## src/rtl/vtg_pkg.sv

```systemverilog
package vtg_pkg;

  localparam int PIX_W = 10;
  typedef logic [PIX_W-1:0] pix_t;

  typedef enum logic [1:0] {
    FMT_60_CMP = 2'd0,
    FMT_50_CMP = 2'd1,
    FMT_60_SQ  = 2'd2,
    FMT_50_SQ  = 2'd3
  } vfmt_e;

  localparam pix_t HS_GAP_FRONT = 10'd16;
  localparam pix_t HS_WID_CMP   = 10'd64;
  localparam pix_t HS_WID_SQ    = 10'd58;
  localparam pix_t HS2_BASE     = 10'd32;

  function automatic pix_t line_len(vfmt_e f);
    case (f)
      FMT_60_CMP: return 10'd858;
      FMT_50_CMP: return 10'd864;
      FMT_60_SQ:  return 10'd780;
      default:    return 10'd944;
    endcase
  endfunction

  function automatic pix_t act_px(vfmt_e f);
    case (f)
      FMT_60_SQ: return 10'd640;
      FMT_50_SQ: return 10'd768;
      default:   return 10'd720;
    endcase
  endfunction

  function automatic pix_t act_start(vfmt_e f);
    return line_len(f) - act_px(f) - HS_GAP_FRONT;
  endfunction

  // default sync edge: output index, format, which edge
  function automatic pix_t hs_dflt(int idx, vfmt_e f, logic end_edge);
    pix_t base;
    pix_t wid;
    base = (idx == 0) ? 10'd0 : HS2_BASE;
    wid  = f[1] ? HS_WID_SQ : HS_WID_CMP;
    return end_edge ? base + wid : base;
  endfunction

endpackage

```

## src/rtl/vtg_raster.sv

```systemverilog
module vtg_raster
  import vtg_pkg::*;
#(
  parameter int F60_LINES = 525,
  parameter int F50_LINES = 625,
  parameter int VACT60    = 480,
  parameter int VACT50    = 580,
  parameter int VBL60     = 20,
  parameter int VBL50     = 22,
  parameter int LINE_W    = 10
) (
  input  logic  clk,
  input  logic  rst_n,
  input  logic  pix_en,
  input  vfmt_e fmt_sel,
  output vfmt_e cur_fmt,
  output pix_t  pix,
  output logic  line_sol,
  output logic  field_sol,
  output logic  field_id,
  output logic  h_active,
  output logic  v_active
);

  typedef logic [LINE_W-1:0] ln_t;

  localparam ln_t FL60 = LINE_W'(F60_LINES);
  localparam ln_t FL50 = LINE_W'(F50_LINES);
  localparam ln_t HF60 = LINE_W'((F60_LINES + 1) / 2);
  localparam ln_t HF50 = LINE_W'((F50_LINES + 1) / 2);
  localparam ln_t VA60 = LINE_W'(VACT60 / 2);
  localparam ln_t VA50 = LINE_W'(VACT50 / 2);
  localparam ln_t VB60 = LINE_W'(VBL60);
  localparam ln_t VB50 = LINE_W'(VBL50);

  ln_t  line;
  ln_t  frame_len, half, vbl, vact_f, lf;
  pix_t llen, hst, hend;
  logic eol, eof;

  always_comb begin
    frame_len = cur_fmt[0] ? FL50 : FL60;
    half      = cur_fmt[0] ? HF50 : HF60;
    vbl       = cur_fmt[0] ? VB50 : VB60;
    vact_f    = cur_fmt[0] ? VA50 : VA60;
    llen      = line_len(cur_fmt);
    hst       = act_start(cur_fmt);
    hend      = hst + act_px(cur_fmt);
  end

  assign eol = (pix == llen - 10'd1);
  assign eof = eol && (line == frame_len - ln_t'(1));

  always_ff @(posedge clk) begin
    if (!rst_n) begin
      pix     <= '0;
      line    <= '0;
      cur_fmt <= fmt_sel;
    end else if (pix_en) begin
      pix <= eol ? '0 : pix + 10'd1;
      if (eol) line <= eof ? '0 : line + ln_t'(1);
      if (eof) cur_fmt <= fmt_sel;
    end
  end

  assign field_id  = (line >= half);
  assign lf        = field_id ? line - half : line;
  assign v_active  = (lf >= vbl) && (lf < vbl + vact_f);
  assign h_active  = (pix >= hst) && (pix < hend);
  assign line_sol  = pix_en && (pix == '0);
  assign field_sol = line_sol && ((line == '0) || (line == half));

endmodule

```

## src/rtl/vtg_hsync.sv

```systemverilog
module vtg_hsync
  import vtg_pkg::*;
#(
  parameter int IDX   = 0,
  parameter int OFS_W = 10
) (
  input  vfmt_e            fmt,
  input  pix_t             pix,
  input  logic [OFS_W-1:0] beg_ofs,
  input  logic [OFS_W-1:0] end_ofs,
  output logic             hs
);

  localparam int SW = ((OFS_W > PIX_W) ? OFS_W : PIX_W) + 1;

  function automatic pix_t place(pix_t dflt, logic [OFS_W-1:0] ofs, pix_t l);
    logic [SW-1:0] s;
    s = SW'(dflt) + SW'(ofs);
    if (s >= SW'(l)) s = s - SW'(l);
    return pix_t'(s);
  endfunction

  pix_t len, b, e;

  always_comb begin
    len = line_len(fmt);
    b   = place(hs_dflt(IDX, fmt, 1'b0), beg_ofs, len);
    e   = place(hs_dflt(IDX, fmt, 1'b1), end_ofs, len);
    if (b <= e) hs = (pix >= b) && (pix < e);
    else        hs = (pix >= b) || (pix < e);
  end

endmodule

```

## src/rtl/video_timing_gen.sv

```systemverilog
module video_timing_gen
  import vtg_pkg::*;
#(
  parameter int F60_LINES = 525,
  parameter int F50_LINES = 625,
  parameter int VACT60    = 480,
  parameter int VACT50    = 580,
  parameter int VBL60     = 20,
  parameter int VBL50     = 22,
  parameter int OFS_W     = 10
) (
  input  logic             clk,
  input  logic             rst_n,
  input  logic             pix_en,
  input  logic [1:0]       fmt_sel,
  input  logic [OFS_W-1:0] hs1_beg_ofs,
  input  logic [OFS_W-1:0] hs1_end_ofs,
  input  logic [OFS_W-1:0] hs2_beg_ofs,
  input  logic [OFS_W-1:0] hs2_end_ofs,
  input  logic             oe_wr,
  input  logic             oe_wdata,
  input  logic             hiz_strap,
  output logic             hs1,
  output logic             hs2,
  output logic             line_sol,
  output logic             field_sol,
  output logic             field_id,
  output logic             h_active,
  output logic             v_active,
  output logic             tmg_oe
);

  localparam int MAXL   = (F50_LINES > F60_LINES) ? F50_LINES : F60_LINES;
  localparam int LINE_W = $clog2(MAXL) + 1;
  localparam int NHS    = 2;

  vfmt_e cur_fmt;
  pix_t  pix;

  vtg_raster #(
    .F60_LINES(F60_LINES), .F50_LINES(F50_LINES),
    .VACT60(VACT60), .VACT50(VACT50),
    .VBL60(VBL60), .VBL50(VBL50), .LINE_W(LINE_W)
  ) u_raster (
    .clk(clk), .rst_n(rst_n), .pix_en(pix_en),
    .fmt_sel(vfmt_e'(fmt_sel)), .cur_fmt(cur_fmt), .pix(pix),
    .line_sol(line_sol), .field_sol(field_sol), .field_id(field_id),
    .h_active(h_active), .v_active(v_active)
  );

  logic [OFS_W-1:0] bofs [NHS];
  logic [OFS_W-1:0] eofs [NHS];
  logic [NHS-1:0]   hs_v;

  assign bofs[0] = hs1_beg_ofs;
  assign eofs[0] = hs1_end_ofs;
  assign bofs[1] = hs2_beg_ofs;
  assign eofs[1] = hs2_end_ofs;

  for (genvar g = 0; g < NHS; g++) begin : g_hs
    vtg_hsync #(.IDX(g), .OFS_W(OFS_W)) u_hs (
      .fmt(cur_fmt), .pix(pix),
      .beg_ofs(bofs[g]), .end_ofs(eofs[g]), .hs(hs_v[g])
    );
  end

  assign hs1 = hs_v[0];
  assign hs2 = hs_v[1];

  always_ff @(posedge clk) begin
    if (!rst_n)     tmg_oe <= !hiz_strap;
    else if (oe_wr) tmg_oe <= oe_wdata;
  end

endmodule

```

## config.mk

```make
export PLATFORM = sky130hd
export DESIGN_NAME = video_timing_gen
export DESIGN_NICKNAME = d
export VERILOG_FILES = /design/src/rtl/vtg_pkg.sv /design/src/rtl/vtg_raster.sv /design/src/rtl/vtg_hsync.sv /design/src/rtl/video_timing_gen.sv
export SDC_FILE = /design/constraint.sdc
export NUM_CORES = 1
export LEC_CHECK = 0
export ABC_AREA = 1
export BUFFER_PORTS_ARGS = -buffer_cell sky130_fd_sc_hd__buf_4
export CAP_MARGIN = 10
export CORE_MARGIN = 5
export CORE_UTILIZATION = 37
export DETAILED_ROUTE_END_ITERATION = 8
export SYNTH_ARGS = -nofsm -noshare
export SYNTH_HDL_FRONTEND = slang
export SYNTH_SLANG_ARGS = --single-unit
```

## constraint.sdc

```tcl
create_clock -name clk -period 8.6 [get_ports clk]
set_input_delay 0.43 -clock clk [delete_from_list [all_inputs] [get_ports clk]]
set_output_delay 0.43 -clock clk [all_outputs]
set_load 0.02 [all_outputs]
```

==> results of run 1 <==
## cell families after synthesis
kind of cell / share of synthesized area (%)
adders and majority gates: 29.3
xor gates and xnor gates: 6.93
AOI/OAI and AO/OA: 15.1
DFF: 8.08
and+or+nand+nor: 30.7
buffers and inverters: 9.83
other: 0.0594
## layout make-up
type | count | area [um2] | share of cell area, %
Sequential cell | 24 | 510 | 7.21
Clock buffer | 4 | 88.8 | 1.25
Timing Repair Buffer | 57 | 428 | 6.04
Multi-Input combinational cell | 784 | 5190 | 73.3
Inverter | 156 | 586 | 8.27
Tap cell | 220 | 275 | 3.89
## sequential cells by signal, summed over array words and instances (netlist names)
name              cells
u_raster.pix         10
tmg_oe                1
u_raster.line        11
u_raster.cur_fmt      2
## placed cells by master (no fill, tap or decap), types with 14 or more instances in the layout
cell     count
nand2_1    199
xor2_1      36
nand3_1     57
nor2_1      77
nor3_1      20
o21ai_0     53
nand4_1     28
a21oi_1     58
xnor2_1     14
inv_1      154
dfxtp_1     21
ha_1       140
buf_4       57
## power breakdown
group	switching, mW	leakage [nW]	internal (mW)
Combinational	0.359	3.57	0.241
Clock	0.0392	0.0442	0.0711
Sequential	0.00581	0.200	0.116
## critical path: stages, from the launching register on
cell and delay (ns):
edfxtp_1 0.77, inv_1 0.43, ha_1 0.44, o21ai_0 0.72, buf_4 0.29, ha_1 0.30, a21oi_1 0.16, o21ai_1 0.10
nor2_1 0.09, nor2_1 0.07, nand3_2 0.11, nand3_2 0.22, o21ai_0 0.34, ha_1 0.28, o21ai_0 0.07, nand2_1 0.07
a21oi_1 0.17, nand2_1 0.08, nand3_1 0.09, nand3_1 0.08, nand2_1 0.06, nand2_1 0.06, nand2_1 0.06, nand2_1 0.05
or2_0 0.20, nand2_1 0.07, buf_4 0.13
## stage by stage
stage | setup slack, ns | utilization (%) | total power [mW] | hold slack [ns] | instances
finish | 2.38 | 42.5 | 0.832 | 0.351 | 1245
CTS | 2.32 | 42.5 | 0.837 | 0.344 | 1245
global route | 1.74 | 42.5 | 0.931 | 0.341 | 1245
detailed placement | 2.63 | 42.0 | 0.722 | 0.575 | 1241
floorplan | 3.56 | - | 0.582 | 0.523 | 971
global placement | 2.70 | 42.0 | 0.720 | 0.567 | 1241
## worst max path at each step
stage / to / slack [ns] / cells after the start
5_1_grt: hs1 / 1.74 / 22
6_report: hs1 / 2.38 / 26
2_1_floorplan: hs2 / 3.56 / 31
3_3_place_gp: hs1 / 2.70 / 26
3_5_place_dp: hs1 / 2.63 / 22
4_1_cts: hs1 / 2.32 / 22
## metal layers
layer / vias up / GRT usage (%) / routed length [um]
li1: 3378 / - / -
met1: 2763 / 21.5 / 7780
met2: 81 / 29.3 / 7940
met3: 11 / 1.46 / 547
met4: 0 / 1.84 / 123
met5: - / 0 / 0
==> impl_metrics.json, run 1 <==
{
  "vdd_ir_drop_max_v": 0.0000834,
  "io_buffers": 55,
  "antenna_violating_nets_post_route": 0,
  "filler_cell_count": 1800,
  "timing.slew.headroom_pct": 43.4,
  "gp_routability_congestion": 0.851,
  "rows": 47,
  "seq_area_frac_synth_pct": 8.08,
  "reg2reg_setup_slack_ns": 4.79,
  "master_cell_of_the_clock_root_buffer": "clkbuf_16",
  "netlist.area_leader.share_pct": 27.7,
  "grt.total_usage_pct": 16.2,
  "hp-start": "fmt_sel[1]",
  "htree_num_levels": 1,
  "largest_net_degree_at_the_start_of_global_routing": 17,
  "max-clock-path-buffers": 2,
  "finClkSkew_ns": 0.00589,
  "worst_path_max_fanout": 16,
  "holdPathEnd": "u_raster.cur_fmt[1]",
  "clkTransAtPathRegs_ns": 0.06,
  "mappedNetlistNets": 1164,
  "post_dp_cell_area_um2": 6990,
  "grt_setup_unrepaired": "false",
  "synthesis_stage_register_bit_count": 24,
  "synth-main-ff-cell": "dfxtp_1",
  "finish.instance_area_um2": 7080,
  "crit-reg2reg-launch": "u_raster.cur_fmt[1]",
  "congestion_overflow_gr": 0,
  "netlist_top_cells_area": "ha_1 (28%), nand2_1 (12%), inv_1 (9.2%)",
  "die_area_um2": 19800,
  "synth.top_cells.by_count": "nand2_1 (199), inv_1 (154), ha_1 (140)",
  "timing.final.crit_period_ns": 6.22,
  "place.detailed.hpwl_um": 13800,
  "asyncSetResetFlopFracSynth_pct": 0,
  "routedWlPerCell_um": 13.2,
  "number_of_buffers_created_by_cts": 3,
  "die_width_um": 141,
  "synth-edff-count": 3,
  "post_drt_via_cell_ratio": 5.01,
  "cellPowerDensity_nw_per_um2": 117,
  "drt_first_iter_violations": 225,
  "synth_cells": 971,
  "mappedNetlistArea_um2": 6320,
  "clk_latency_ns": 0.26,
  "final.setup.tns_ns": 0,
  "hold_path_class": "in -> reg",
  "fmax_mhz": 161,
  "critPathLaunch": "u_raster.cur_fmt[1]",
  "worstReg2RegEnd": "u_raster.line[2]",
  "cp-start-kind": "register",
  "core_area_um2": 16600,
  "drive_above_1_share_pct": 9.17,
  "yosysMostFrequentCell": "nand2_1",
  "worst_slew_pin_slew_ns": 0.840,
  "initial_antenna_violation_count": 0,
  "clock_sink_count": 24,
  "ys_warn_count": 0,
  "finalNetCount": 1219,
  "initial_standard_cell_utilization_of_the_core_pct": 38.0,
  "syn-mean-instance-area_um2": 6.50,
  "number_of_global_route_vias_before_repair": 5863,
  "cts_tree": "done",
  "netlist.top_cell.by_area": "ha_1",
  "post_cts_repair_resize_count": 0,
  "cell_count_of_the_worst_reg_to_reg_path": 13,
  "hold_buffers": 0,
  "leakagePower_nw": 3.82,
  "drt_wl_total_um": 16400,
  "yosys.cell_types.count": 50,
  "worstPathArrival_ns": 5.79,
  "hold_path_cells": 1,
  "timing.final.max_slew_violations": 0,
  "chipHeight_um": 141,
  "worstPathRequired_ns": 8.17,
  "timing.final.setup_violations": 0,
  "drt_first_pass_iters": 4,
  "insertedDiodeCount": 0,
  "post_cts_setup_buffer_count": 0,
  "via_count": 6233,
  "finalHoldViolations": 0,
  "status": "finished, final reports clean",
  "critPathKind": "reg -> out",
  "layout-area-overhead-vs-synth_pct": 12.1,
  "max_cap_viol_count": 0,
  "grt_pass1_wl_um": 27100,
  "io_pins": 56,
  "drt_drc_violations_left": 0,
  "crit_path_end_kind": "primary output",
  "final.period_utilization_pct": 72.3
}
No activity file was read; power rests on OpenSTA's default activity.
==> run 2: changes to the inputs <==
==> constraint.sdc (replaced) <==
create_clock -name clk -period 5.67 [get_ports clk]
set_input_delay 0.2835 -clock clk [delete_from_list [all_inputs] [get_ports clk]]
set_output_delay 0.2835 -clock clk [all_outputs]
set_load 0.02 [all_outputs]
==> impl_metrics.json, run 2 (synthesis results as in run 1) <==
{
  "number_of_global_route_vias_before_repair": 6044,
  "via_count": 6382,
  "timing.slew.headroom_pct": 52.6,
  "fin_ws_ns": 0.502,
  "largest_register_ffs": 11,
  "insertedDiodeCount": 0,
  "antenna_violating_nets_post_route": 0,
  "max-clock-path-buffers": 2,
  "critPathLaunch": "u_raster.cur_fmt[1]",
  "worst_path_max_fanout": 14,
  "finClkSkew_ns": 0.00388,
  "path_buf_inv": 3,
  "largestRegisters": "u_raster.line x11, u_raster.pix x10, u_raster.cur_fmt x2",
  "htree_num_levels": 1,
  "initial_standard_cell_utilization_of_the_core_pct": 38.0,
  "reg2reg_setup_slack_ns": 2.48,
  "stdcell_count": 1252,
  "worst_slew_pin_slew_ns": 0.708,
  "drt_first_pass_iters": 4,
  "drt_wl_total_um": 16800,
  "cell_count_of_the_worst_reg_to_reg_path": 11,
  "final.period_utilization_pct": 91.1,
  "pre_cts_ws_ns": 0.533,
  "rows": 47,
  "post_dp_cell_area_um2": 7010,
  "place.detailed.hpwl_um": 14100,
  "number_of_buffers_created_by_cts": 3,
  "critPathKind": "reg -> out",
  "io_pins": 56,
  "vdd_ir_drop_max_v": 0.000148,
  "drt_first_iter_violations": 199,
  "largest_net_degree_at_the_start_of_global_routing": 17,
  "clkTransAtPathRegs_ns": 0.06,
  "post_drt_via_cell_ratio": 5.10,
  "clk_latency_ns": 0.26,
  "final.setup.tns_ns": 0,
  "hold_path_class": "in -> reg",
  "worst_path_largest_cell_delay_ns": 0.58,
  "final_cell_mix": "nand2_1 (196), inv_1 (151), ha_1 (136)",
  "hold_buffers": 0,
  "grt.total_usage_pct": 16.9,
  "initial_antenna_violation_count": 0,
  "most_common_library_cell_in_the_layout_ignoring_fill_and_taps": "nand2_1",
  "worstPathArrival_ns": 4.88,
  "io_buffers": 55,
  "routedWlPerCell_um": 13.4,
  "critical_path_depth": 24,
  "leakagePower_nw": 3.85,
  "crit_path_cells": "clkinvlp_4 -> buf_4 -> ha_1 -> nor2_1 -> ha_1 -> nand4_1 -> nor3_1 -> o211ai_2 -> nand3_4 -> o21ai_0 -> ha_1 -> o21ai_0 -> nand2_1 -> a21oi_1 -> nand2_1 -> nand3_1 -> nand3_1 -> nand2_1 -> nand2_1 -> nand2_1 -> nand2_1 -> or2_0 -> nand2_1 -> buf_4",
  "timing.final.crit_period_ns": 5.17,
  "finish.instance_area_um2": 7210,
  "cts_tree": "done",
  "cp-start-kind": "register",
  "worstReg2RegEnd": "u_raster.cur_fmt[1]",
  "cellPowerDensity_nw_per_um2": 182,
  "finalHoldViolations": 0,
  "grt_pass1_wl_um": 28300,
  "finalNetCount": 1226,
  "chipHeight_um": 141,
  "crit_slowest_cell": "nor2_1",
  "fmax_mhz": 194,
  "die_area_um2": 19800,
  "drive_above_1_share_pct": 11.0,
  "status": "finished, final reports clean",
  "master_cell_of_the_clock_root_buffer": "clkbuf_16",
  "timing.final.max_slew_violations": 0,
  "die_width_um": 141,
  "core_area_um2": 16600,
  "crit-reg2reg-launch": "u_raster.cur_fmt[0]",
  "crit_path_end_kind": "primary output",
  "max_cap_viol_count": 0,
  "timing.final.setup_violations": 0,
  "path_common_cell": "nand2_1",
  "layout-area-overhead-vs-synth_pct": 14.1,
  "clock_sink_count": 24,
  "worstSetupEndpoint": "hs1",
  "dpl.cell_count": 1244,
  "largest-register": "u_raster.line",
  "hold_ws_ns": 0.200,
  "drt_drc_violations_left": 0,
  "gp_routability_congestion": 0.855,
  "cp_top_family": "simple AND/OR/NAND/NOR gates",
  "worstPathRequired_ns": 5.39,
  "congestion_overflow_gr": 0
}
-- run 2: cell types whose count changed in the layout (fill, tap and decap cells not counted), moves of 2 or more --
| cell | before | now |
|---|---|---|
| buf_4 | 57 | 64 |
| inv_1 | 154 | 151 |
| ha_1 | 140 | 136 |
| nand2_1 | 199 | 196 |
| ha_2 | 0 | 3 |
| nand2_2 | 1 | 3 |
| clkinvlp_4 | 0 | 2 |
-- run 2: worst reg2reg max path: stages (launching register included) --
cell	delay [ns]
edfxtp_1	0.44
clkinvlp_4	0.27
ha_1	0.41
inv_1	0.12
ha_2	0.34
nor2_1	0.04
inv_1	0.08
nand2_1	0.06
nor4_2	0.24
nand2_2	0.19
o41ai_2	0.45
buf_4	0.26
-- run 2: area by class of cell --
| class | instances | area (um2) |
|---|---|---|
| Fill cell | 1791 | 9430 |
| Sequential cell | 24 | 510 |
| Timing Repair Buffer | 64 | 480 |
| Inverter | 156 | 593 |
| Multi-Input combinational cell | 784 | 5250 |
| Tap cell | 220 | 275 |
| Clock buffer | 4 | 100 |
-- run 2: metrics by stage --
step                util [%]  power [mW]
floorplan                  -       0.882
global placement        42.1        1.10
detailed placement      42.1        1.10
CTS                     42.7        1.30
global route            43.3        1.48
finish                  43.3        1.31
-- run 2: report_power, final --
part | switching (mW) | leakage [nW] | internal, mW
logic | 0.564 | 3.60 | 0.385
registers | 0.00555 | 0.200 | 0.176
clock network | 0.0622 | 0.0493 | 0.123
-- run 2: timing repair --
action,in CTS,in global routing
resized for setup,0,16
endpoints found under the setup margin,0,2
buffers inserted,0,4
-- run 2: per-layer routing --
metal	vias to the layer above	wire length [um]	track usage (%)
met5	-	0	0
met4	0	297	3.26
met3	24	599	1.76
met2	121	8100	30.2
met1	2851	7800	22.2
li1	3386	-	-
-- run 2: worst min-delay path by stage --
stage	to	slack, ns	cells past startpoint	startpoint
CTS	u_raster.cur_fmt[0]	0.19	1	fmt_sel[0]
finish	u_raster.cur_fmt[0]	0.20	1	fmt_sel[0]
floorplan	u_raster.cur_fmt[0]	0.38	0	fmt_sel[0]
global route	u_raster.cur_fmt[0]	0.19	1	fmt_sel[0]
global placement	u_raster.cur_fmt[0]	0.46	1	fmt_sel[0]
detailed placement	u_raster.cur_fmt[0]	0.46	1	fmt_sel[0]
